$ cat config.mk
export PLATFORM = sky130hd
export DESIGN_NAME = dma_channel
export DESIGN_NICKNAME = d
export VERILOG_FILES = /design/src/rtl/dma_pkg.sv /design/src/rtl/dma_throttle.sv /design/src/rtl/dma_req_sync.sv /design/src/rtl/dma_ptr.sv /design/src/rtl/dma_channel.sv
export SDC_FILE = /design/constraint.sdc
export NUM_CORES = 1
export LEC_CHECK = 0
export BUFFER_PORTS_ARGS = -buffer_cell sky130_fd_sc_hd__buf_2
export CAP_MARGIN = 10
export CORE_MARGIN = 2
export CORE_UTILIZATION = 49
export DETAILED_ROUTE_END_ITERATION = 8
export GPL_ROUTABILITY_DRIVEN = 0
export GPL_TIMING_DRIVEN = 0
export PLACE_DENSITY = 0.77
export SLEW_MARGIN = 20
export SYNTH_ARGS = -nofsm -noshare
export SYNTH_HDL_FRONTEND = slang
export SYNTH_SLANG_ARGS = --single-unit
$ cat constraint.sdc
create_clock -name clk -period 2.8 [get_ports clk]
set_input_delay 0 -clock clk [delete_from_list [all_inputs] [get_ports clk]]
set_output_delay 0 -clock clk [all_outputs]
set_load 0.005 [all_outputs]
$ cat src/rtl/dma_pkg.sv
package dma_pkg;

  typedef enum logic [1:0] {
    TRIG_THROTTLE = 2'b00,
    TRIG_FREE     = 2'b01,
    TRIG_LEVEL    = 2'b10,
    TRIG_EDGE     = 2'b11
  } trig_e;

  typedef enum logic [1:0] {
    HSK_NONE = 2'b00,
    HSK_SRC  = 2'b01,
    HSK_DST  = 2'b10,
    HSK_OFF  = 2'b11
  } hsk_e;

  localparam logic [1:0] SZ_BYTE = 2'b01;
  localparam logic [1:0] SZ_WORD = 2'b10;

  typedef struct packed {
    logic [1:0] spare;
    hsk_e       hsk;
    logic       irq_ok_en;
    logic       irq_err_en;
    logic       src_step;
    logic       dst_step;
    logic [1:0] src_sz;
    logic [1:0] dst_sz;
    logic [1:0] share;
    trig_e      trig;
  } mode_t;

  typedef enum logic [1:0] {
    ST_IDLE = 2'b00,
    ST_ARB  = 2'b01,
    ST_RD   = 2'b10,
    ST_WR   = 2'b11
  } state_e;

  function automatic logic size_legal(input logic [1:0] sz);
    return (sz == SZ_BYTE) || (sz == SZ_WORD);
  endfunction

endpackage

$ cat src/rtl/dma_throttle.sv
module dma_throttle #(
  parameter int WIN = 8
) (
  input  logic       clk,
  input  logic       rst,
  input  logic       run,
  input  logic [1:0] share,
  output logic       allow_next
);
  localparam int CW = $clog2(WIN);

  logic [CW-1:0] slot_q;
  logic [CW-1:0] slot_n;
  logic [CW:0]   quota;

  always_comb begin
    case (share)
      2'b00:   quota = (CW+1)'((WIN * 3) / 4);
      2'b01:   quota = (CW+1)'(WIN / 2);
      2'b10:   quota = (CW+1)'(WIN / 4);
      default: quota = (CW+1)'(WIN / 8);
    endcase
  end

  assign slot_n     = run ? slot_q + 1'b1 : '0;
  assign allow_next = {1'b0, slot_n} < quota;

  always_ff @(posedge clk) begin
    if (rst) slot_q <= '0;
    else     slot_q <= slot_n;
  end
endmodule

$ cat src/rtl/dma_req_sync.sv
module dma_req_sync (
  input  logic clk,
  input  logic rst,
  input  logic clr,
  input  logic dreq,
  input  logic take,
  output logic level,
  output logic pend
);
  logic s1, s2;

  assign level = s1;

  always_ff @(posedge clk) begin
    if (rst) begin
      s1   <= 1'b0;
      s2   <= 1'b0;
      pend <= 1'b0;
    end else begin
      s1 <= dreq;
      s2 <= s1;
      if (clr)            pend <= 1'b0;
      else if (s1 && !s2) pend <= 1'b1;
      else if (take)      pend <= 1'b0;
    end
  end
endmodule

$ cat src/rtl/dma_ptr.sv
module dma_ptr #(
  parameter int AW = 16
) (
  input  logic          clk,
  input  logic          rst,
  input  logic          load,
  input  logic [AW-1:0] init,
  input  logic          step,
  input  logic          step_en,
  input  logic          word,
  output logic [AW-1:0] ptr
);
  always_ff @(posedge clk) begin
    if (rst)                  ptr <= '0;
    else if (load)            ptr <= init;
    else if (step && step_en) ptr <= ptr + (word ? AW'(2) : AW'(1));
  end
endmodule

$ cat src/rtl/dma_channel.sv
module dma_channel
  import dma_pkg::*;
#(
  parameter int AW   = 16,
  parameter int CNTW = 16,
  parameter int DW   = 16,
  parameter int WIN  = 8
) (
  input  logic            clk,
  input  logic            rst,
  input  logic [15:0]     mode_cfg,
  input  logic [AW-1:0]   src_cfg,
  input  logic [AW-1:0]   dst_cfg,
  input  logic [CNTW-1:0] cnt_cfg,
  input  logic            cmd_start,
  input  logic            cmd_stop,
  input  logic            cmd_swreset,
  input  logic            dreq,
  input  logic            ext_done,
  output logic            dack,
  output logic            mem_req,
  output logic            mem_we,
  output logic            mem_word,
  output logic [AW-1:0]   mem_addr,
  output logic [DW-1:0]   mem_wdata,
  input  logic [DW-1:0]   mem_rdata,
  input  logic            mem_gnt,
  input  logic            mem_err,
  output logic            busy,
  output logic            sts_done,
  output logic            sts_berr,
  output logic            irq
);
  localparam int LANE = 8;
  localparam int NPTR = 2;

  mode_t  cfg, mode_q;
  state_e state, nxt;

  logic [CNTW-1:0] cnt_q, cnt_after, unit;
  logic [DW-1:0]   data_q, rd_val, wr_fmt;
  logic            stop_pend, xd_pend;
  logic            start_ok, acc, permit, take;
  logic            rd_ok, wr_ok, fin_done, fin_err, xd_hit;
  logic            allow_next, lvl, pend;
  logic            req_n, dack_n, word_n, irq_ok_eff;
  logic [AW-1:0]   addr_n;

  logic [AW-1:0] ptr_init [NPTR];
  logic [AW-1:0] ptr_val  [NPTR];
  logic          ptr_en   [NPTR];
  logic          ptr_word [NPTR];

  assign cfg      = mode_t'(mode_cfg);
  assign start_ok = cmd_start && (state == ST_IDLE) &&
                    size_legal(cfg.src_sz) && size_legal(cfg.dst_sz);
  assign acc      = mem_req && mem_gnt;

  assign unit      = (mode_q.dst_sz == SZ_WORD) ? CNTW'(2) : CNTW'(1);
  assign cnt_after = (cnt_q > unit) ? cnt_q - unit : '0;

  assign ptr_init[0] = src_cfg;
  assign ptr_init[1] = dst_cfg;
  assign ptr_en[0]   = mode_q.src_step;
  assign ptr_en[1]   = mode_q.dst_step;
  assign ptr_word[0] = (mode_q.src_sz == SZ_WORD);
  assign ptr_word[1] = (mode_q.dst_sz == SZ_WORD);

  generate
    for (genvar g = 0; g < NPTR; g++) begin : g_ptr
      dma_ptr #(.AW(AW)) u_ptr (
        .clk     (clk),
        .rst     (rst),
        .load    (start_ok),
        .init    (ptr_init[g]),
        .step    (wr_ok),
        .step_en (ptr_en[g]),
        .word    (ptr_word[g]),
        .ptr     (ptr_val[g])
      );
    end
  endgenerate

  dma_throttle #(.WIN(WIN)) u_thr (
    .clk        (clk),
    .rst        (rst),
    .run        (busy),
    .share      (mode_q.share),
    .allow_next (allow_next)
  );

  dma_req_sync u_sync (
    .clk   (clk),
    .rst   (rst),
    .clr   (start_ok || cmd_swreset),
    .dreq  (dreq),
    .take  (take),
    .level (lvl),
    .pend  (pend)
  );

  always_comb begin
    case (mode_q.trig)
      TRIG_LEVEL: permit = lvl;
      TRIG_EDGE:  permit = pend;
      default:    permit = 1'b1;
    endcase
  end

  assign rd_val = (mode_q.src_sz == SZ_WORD) ? mem_rdata
                                             : {{(DW-LANE){1'b0}}, mem_rdata[LANE-1:0]};
  assign wr_fmt = (mode_q.dst_sz == SZ_WORD) ? rd_val
                                             : {{(DW-LANE){1'b0}}, rd_val[LANE-1:0]};
  assign xd_hit = xd_pend || ext_done;

  always_comb begin
    nxt      = state;
    rd_ok    = 1'b0;
    wr_ok    = 1'b0;
    fin_done = 1'b0;
    fin_err  = 1'b0;
    take     = 1'b0;
    case (state)
      ST_IDLE: begin
        if (start_ok) begin
          if (cnt_cfg == '0) fin_done = 1'b1;
          else               nxt = ST_ARB;
        end
      end
      ST_ARB: begin
        if (xd_hit) begin
          nxt      = ST_IDLE;
          fin_done = 1'b1;
        end else if (stop_pend || cmd_stop) begin
          nxt = ST_IDLE;
        end else if (permit) begin
          nxt  = ST_RD;
          take = (mode_q.trig == TRIG_EDGE);
        end
      end
      ST_RD: begin
        if (acc) begin
          if (mem_err) begin
            nxt     = ST_IDLE;
            fin_err = 1'b1;
          end else begin
            rd_ok = 1'b1;
            nxt   = ST_WR;
          end
        end
      end
      default: begin
        if (acc) begin
          if (mem_err) begin
            nxt     = ST_IDLE;
            fin_err = 1'b1;
          end else begin
            wr_ok = 1'b1;
            if (cnt_after == '0 || xd_hit) begin
              nxt      = ST_IDLE;
              fin_done = 1'b1;
            end else if (stop_pend || cmd_stop) begin
              nxt = ST_IDLE;
            end else begin
              nxt = ST_ARB;
            end
          end
        end
      end
    endcase
  end

  always_comb begin
    req_n  = ((nxt == ST_RD) || (nxt == ST_WR)) &&
             ((mode_q.trig != TRIG_THROTTLE) || allow_next);
    dack_n = req_n && (((nxt == ST_RD) && (mode_q.hsk == HSK_SRC)) ||
                       ((nxt == ST_WR) && (mode_q.hsk == HSK_DST)));
    addr_n = (nxt == ST_WR) ? ptr_val[1] : ptr_val[0];
    word_n = (nxt == ST_WR) ? ptr_word[1] : ptr_word[0];
    irq_ok_eff = (state == ST_IDLE) ? cfg.irq_ok_en : mode_q.irq_ok_en;
  end

  always_ff @(posedge clk) begin
    if (rst || cmd_swreset) begin
      state     <= ST_IDLE;
      busy      <= 1'b0;
      mem_req   <= 1'b0;
      mem_we    <= 1'b0;
      dack      <= 1'b0;
      sts_done  <= 1'b0;
      sts_berr  <= 1'b0;
      irq       <= 1'b0;
      stop_pend <= 1'b0;
      xd_pend   <= 1'b0;
    end else begin
      state   <= nxt;
      busy    <= (nxt != ST_IDLE);
      mem_req <= req_n;
      mem_we  <= (nxt == ST_WR);
      dack    <= dack_n;
      if (start_ok) begin
        sts_done <= 1'b0;
        sts_berr <= 1'b0;
        irq      <= 1'b0;
      end
      if (fin_done) begin
        sts_done <= 1'b1;
        if (irq_ok_eff || (xd_hit && state != ST_IDLE)) irq <= 1'b1;
      end
      if (fin_err) begin
        sts_berr <= 1'b1;
        if (mode_q.irq_err_en) irq <= 1'b1;
      end
      if (nxt == ST_IDLE) begin
        stop_pend <= 1'b0;
        xd_pend   <= 1'b0;
      end else begin
        if (cmd_stop) stop_pend <= 1'b1;
        if (ext_done) xd_pend   <= 1'b1;
      end
    end
  end

  always_ff @(posedge clk) begin
    if (rst) begin
      mode_q   <= '0;
      cnt_q    <= '0;
      data_q   <= '0;
      mem_addr <= '0;
      mem_word <= 1'b0;
    end else begin
      if (start_ok) begin
        mode_q <= cfg;
        cnt_q  <= cnt_cfg;
      end else if (wr_ok) begin
        cnt_q <= cnt_after;
      end
      if (rd_ok) data_q <= wr_fmt;
      if (req_n) begin
        mem_addr <= addr_n;
        mem_word <= word_n;
      end
    end
  end

  assign mem_wdata = data_q;

endmodule

# Word level (Yosys, flattened, before mapping)
# Index checks and enable logic that the tools add are counted.
classes:
  add_sub_neg: 4
  order_cmp: 2
  n_eq_ne: 16
  n_mux: 57
  reduce_logical: 42
ops:
  columns: ["cell", "count"]
  rows:
  - ["$mux 16", 10]
  - ["$add 16x16->16", 2]
  - ["$logic_not 16->1", 2]
  - ["$mux 1", 32]
  - ["$eq 2x2->1 const B", 11]
  - ["$mux 2", 10]
  - ["$reduce_bool 2->1", 9]
  - ["$gt 16x16->1", 1]
  - ["$sub 16x16->16", 1]
  - ["$logic_and 1x1->1", 12]
  - ["$logic_or 1x1->1", 11]
  - ["$eq 2x1->1 const B", 5]
  - ["$pmux 3 s3", 1]
  - ["$logic_not 2->1", 3]
  - ["$pmux 2 s3", 1]
  - ["$reduce_or 2->1", 3]
  - ["$add 3x1->3 const B", 1]
  - ["$lt 3x3->1", 1]
  - ["$mux 3", 1]
  - ["$pmux 1 s3", 1]
  - ["$reduce_or 3->1", 1]
  - ["$pmux 1 s2", 1]
  - ["$logic_not 1->1", 1]
word_totals:
  reg_bits: 112
  elab_cells: 150

# Depth between registers and ports, before layout
logic_depth:
  ltp_word: 14
  mapped_depth: 12

# Modules after synthesis
# Synthesis repeated with hierarchy kept, for this count alone.
unflattened:
  cells_unflattened: 723
  hier_area_um2: 5883.1
modules_own_cells:
  columns: ["mod", "instances", "cells_per_inst", "area_each_um2"]
  rows:
  - ["dma_channel", 1, 473, 3761.1]
  - ["dma_ptr (g_ptr[0].u_ptr)", 1, 112, 924.6]
  - ["dma_ptr (g_ptr[1].u_ptr)", 1, 112, 923.4]
  - ["dma_throttle", 1, 18, 176.4]
  - ["dma_req_sync", 1, 8, 97.6]

# Worst setup path before layout
# OpenSTA, ideal clock, no wires.
synth_path:
  path_type: "register to register"
  from: "register mode_q[4] in the netlist's numbering"
  to: "register mem_addr[12]"
  setup_time_ns: 0.070
  arrival_time_ns: 2.795
  required_time_ns: 2.730
  path_slack_ns: -0.065
  path_stages_with_launch: 12
  n_path_buf: 1
  period_less_slack_ns: 2.865
  cell_sequence: "dfxtp_1 > nand2b_1 > ha_1 > fa_1 > or3b_2 > nor4_2 > mux2i_1 > nand2_1 > a21boi_2 > buf_2 > o221ai_1 > a21oi_1"
synth_via:
  elab_chain_cells: 13
  elab_cells_between_ends: 16
synth_rtl:
  columns: ["element", "line", "rtl"]
  rows:
  - ["from (decl)", "dma_channel.sv:37", "mode_t cfg, mode_q;"]
  - ["from (signal assigned)", "dma_channel.sv:233", "mode_q <= cfg;"]
  - ["$eq 2x2->1 (*)", "dma_channel.sv:59", "assign unit = (mode_q.dst_sz == SZ_WORD) ? CNTW'(2) : CNTW'(1);"]
  - ["$mux 2 (*)", "dma_channel.sv:59", null]
  - ["$sub 16x16->16 / $gt 16x16->1 (equally long branches)", "dma_channel.sv:60", "assign cnt_after = (cnt_q > unit) ? cnt_q - unit : '0;"]
  - ["$mux 16 (*)", "dma_channel.sv:60", null]
  - ["$logic_not 16->1 (*)", "dma_channel.sv:159", "if (cnt_after == '0 || xd_hit) begin"]
  - ["$logic_or 1x1->1 (*)", "dma_channel.sv:159", null]
  - ["$mux 1 (*)", "dma_channel.sv:159", null]
  - ["$mux 1 (*)", "dma_channel.sv:154", "if (mem_err) begin"]
  - ["$mux 2 (*)", "dma_channel.sv:153", "if (acc) begin"]
  - ["$pmux 2 s3 (*)", "dma_channel.sv:123", "case (state)"]
  - ["$eq 2x2->1, on equally long branches", "dma_channel.sv:174, dma_channel.sv:178", null]
  - ["$logic_or 1x1->1", "dma_channel.sv:174", "req_n = ((nxt == ST_RD) || (nxt == ST_WR)) &&"]
  - ["$logic_and 1x1->1", "dma_channel.sv:174", null]
  - ["to (signal assigned)", "dma_channel.sv:240", "mem_addr <= addr_n;"]
  - ["to (decl)", "dma_channel.sv:24", "output logic [AW-1:0] mem_addr,"]
# Mark *: on every way between the ends. The rest lies on a longest branch, timed or not.
# A chain may end at the register's enable or synchronous reset.

# Final worst setup path
layout_path:
  from: "register mode_q[4] in the netlist's numbering"
  to: "register dack"
layout_via:
  elab_chain_cells: 14
  elab_cells_between_ends: 19
layout_rtl:
  columns: ["element", "line", "rtl"]
  rows:
  - ["$eq 2x2->1 (*)", "dma_channel.sv:59", null]
  - ["$mux 2 (*)", "dma_channel.sv:59", null]
  - ["$sub 16x16->16 / $gt 16x16->1 (equally long branches)", "dma_channel.sv:60", null]
  - ["$mux 16 (*)", "dma_channel.sv:60", null]
  - ["$logic_not 16->1 (*)", "dma_channel.sv:159", null]
  - ["$logic_or 1x1->1 (*)", "dma_channel.sv:159", null]
  - ["$mux 1 (*)", "dma_channel.sv:159", null]
  - ["$mux 1 (*)", "dma_channel.sv:154", null]
  - ["$mux 2 (*)", "dma_channel.sv:153", null]
  - ["$pmux 2 s3 (*)", "dma_channel.sv:123", null]
  - ["$eq 2x2->1, on equally long branches", "dma_channel.sv:174, dma_channel.sv:176, dma_channel.sv:177", null]
  - ["$logic_or 1x1->1 (tied with other cells)", "dma_channel.sv:174", null]
  - ["$logic_and 1x1->1 / $logic_or 1x1->1 (equally long branches)", "dma_channel.sv:174, dma_channel.sv:176", null]
  - ["$logic_and 1x1->1 (*)", "dma_channel.sv:176", "dack_n = req_n && (((nxt == ST_RD) && (mode_q.hsk == HSK_SRC)) ||"]
  - ["to (signal assigned)", "dma_channel.sv:200", "dack <= dack_n;"]
  - ["to (decl)", "dma_channel.sv:20", "output logic dack,"]
# Marked as above.

==> impl_metrics.toml <==
[sta]
finalSetupViolations = 0
max_slew.worst_pin.slew_ns = 0.791
fin_crit_ns = 2.68
finClkSkew_ns = 0.00654
whs_ns = 0.0251
hold_viol = 0
fmax_mhz = 373
slew_headroom = 0.473
slew_violations = 0
min_period_over_period = 0.958

[yosys]
syn_nets = 794
ys.flop_type = "dfxtp_1"
synth.avg_cell_area_um2 = 8.02
synth_area_mm2 = 0.00556
synthArstFlopShare = 0
synth_cell_type_count = 54
netlist.top_cell.by_area = "dfxtp_1"
synth_top_area_share = 0.404
synth_cells = 693
synth_edf_count = 0
synth_seq_cells = 112
ys_warn_count = 0
synth_seq_area_share = 0.404
synth_area_leaders = "dfxtp_1 40%, nand2_1 6.9%, a21oi_1 5.7%"

[layout]
nets = 1011
antennaDiodeCount = 0
drive_gt1_frac = 0.198
area_growth_pct = 35.6
final_core_util = 0.689

[power_and_ir_drop]
p_leak_nw = 3.01
power_density_mw_per_mm2 = 489
power_w = 0.00368
ir_drop_mv = 0.357

[place]
io_buffer_count = 125
dp_hpwl_um = 12500

[clock_network]
clk_latency_ns = 0.36
clock-sinks = 112
root_buffer = "clkbuf_16"
cts_buffers = 9
htreeDepth = 3
path_clk_slew_ns = 0.07
cts_buffer_depth = 2
tritoncts = "built"

[floorplanning]
initial_utilization = 0.508
core-area_mm2 = 0.0109
ios = 129
dieArea_mm2 = 0.0122
dieWidth_um = 110
rows = 38
die_h_um = 110

[global_route]
grt_pass1_vias = 6129
grt-ovfl-total = 0
grt_antenna_before_repair = 0
grt_max_degree = 18
grt_pass1_wl_um = 29400
grtUsageTotal = 0.295

[route]
drt_wl_total_um = 18300
vias = 6189
wl_per_cell_um = 17.4
drc_errors = 0
ant_nets = 0
first_pass_iters = 5
drt-initial-drc-count = 531
viasPerCell = 5.87

[min_path]
hold_class = "input pin to register"

[critical_path]
startpoint_type = "register"
cp.arrival_ns = 2.97
worstSetupPathType = "register to register"
crit_fanout = 7
critPathRequiredTime_ns = 3.09
cp-end-kind = "register"

[run]
maxCapViolations = 0

[run_status]
status = "finished, final reports clean"
==> path summary, 6_finish.rpt <==
kind                                    start                     end  slack (ns)  depth (start not counted)
worst max-delay path                mode_q[4]                    dack        0.12                         11
worst max register to register      mode_q[4]                    dack        0.12                         11
worst min register to register  mem_wdata[13]           mem_wdata[13]        0.45                          2
worst min-delay path              dst_cfg[11]  g_ptr[1].u_ptr.ptr[11]        0.03                          3
==> worst max-delay path: stages, from the launching register on <==
cell and delay, ns:
dfxtp_2 0.33, nand2b_4 0.17, ha_4 0.15, fa_2 0.22, or3b_4 0.43, nor4_4 0.15
mux2i_1 0.29, nand2_2 0.11, a21boi_4 0.22, buf_6 0.17, o21a_4 0.18, mux2i_1 0.19
==> cell usage after synthesis (11+ instances only) <==
cell type / number
nand2_1: 102
nand3_1: 25
clkbuf_1: 31
nor2_1: 72
and3_1: 11
o21ai_0: 25
nor3_1: 14
dfxtp_1: 112
xor2_1: 24
a211oi_1: 26
o221ai_1: 16
nor2b_1: 11
a21oi_1: 63
nor4_1: 11
inv_1: 16
==> power by group <==
group / switching [W] / internal (W)
clock: 0.000602 / 0.000712
combinational: 0.000347 / 0.000310
sequential: 0.0000602 / 0.00165
total: 0.00101 / 0.00267
==> logic make-up (layout without fill, tap and decap cells) <==
kind of cell | Yosys count | after routing | share of synthesized area
flops | 112 | 112 | 0.404
buf+inv | 63 | 284 | 0.0466
fa+ha+maj | 12 | 12 | 0.0311
simple gates | 301 | 301 | 0.262
compound gates | 169 | 169 | 0.199
mux | 6 | 6 | 0.0108
xor+xnor | 30 | 30 | 0.0473
==> registers in the layout, summed over array words and instances (netlist names), 2 cells and up <==
| signal | count |
|---|---|
| cnt_q | 16 |
| g_ptr.u_ptr.ptr | 32 |
| mem_addr | 16 |
| mem_wdata | 16 |
| mode_q | 14 |
| state | 2 |
| u_thr.slot_q | 3 |
==> layer usage <==
metal,share of wire,track usage
met5,0,0
met4,0.041,0.157
met3,0.075,0.0527
met2,0.48,0.496
met1,0.40,0.360
==> per-stage QoR <==
stage	cells	instance area (um^2)	setup slack [ns]	setup TNS (ns)
2_1_floorplan	693	5570	0.0385	0
3_3_place_gp	958	6370	-0.438	-7.05
3_5_place_dp	958	6370	-0.486	-7.99
4_1_cts	1049	7460	0.0225	0
5_1_grt	1054	7530	-0.0280	-0.0280
6_report	1054	7530	0.118	0
==> cell type report <==
type                            instances  area, um^2
Fill cell                             897        3400
Multi-Input combinational cell        518        3120
Sequential cell                       112        2240
Timing Repair Buffer                  207        1430
Clock buffer                           10         239
Buffer                                 46         204
Tap cell                              140         175
Inverter                               16        60.1
Clock inverter                          5        57.6
==> what timing repair did <==
action / 4_1_cts / 5_1_grt
endpoints found under the hold margin: 75 / 0
endpoints found under the setup margin: 24 / 27
hold buffers: 74 / 0
setup buffers: 3 / 5
resized for setup: 9 / 11
pin swaps: 2 / 5
==> cells in the final DEF (no fill, tap or decap), drive strengths merged, types with 11 or more instances in the layout <==
| master | netlist | final |
|---|---|---|
| a211oi | 26 | 26 |
| a21oi | 63 | 63 |
| and3 | 11 | 11 |
| buf | 16 | 149 |
| clkbuf | 31 | 40 |
| dfxtp | 112 | 112 |
| dlygate4sd3 | 0 | 74 |
| inv | 16 | 16 |
| nand2 | 102 | 102 |
| nand3 | 26 | 26 |
| nor2 | 72 | 72 |
| nor2b | 11 | 11 |
| nor3 | 15 | 15 |
| nor4 | 13 | 13 |
| o21ai | 25 | 25 |
| o221ai | 16 | 16 |
| xor2 | 24 | 24 |
(Power assumes the default switching activity.)
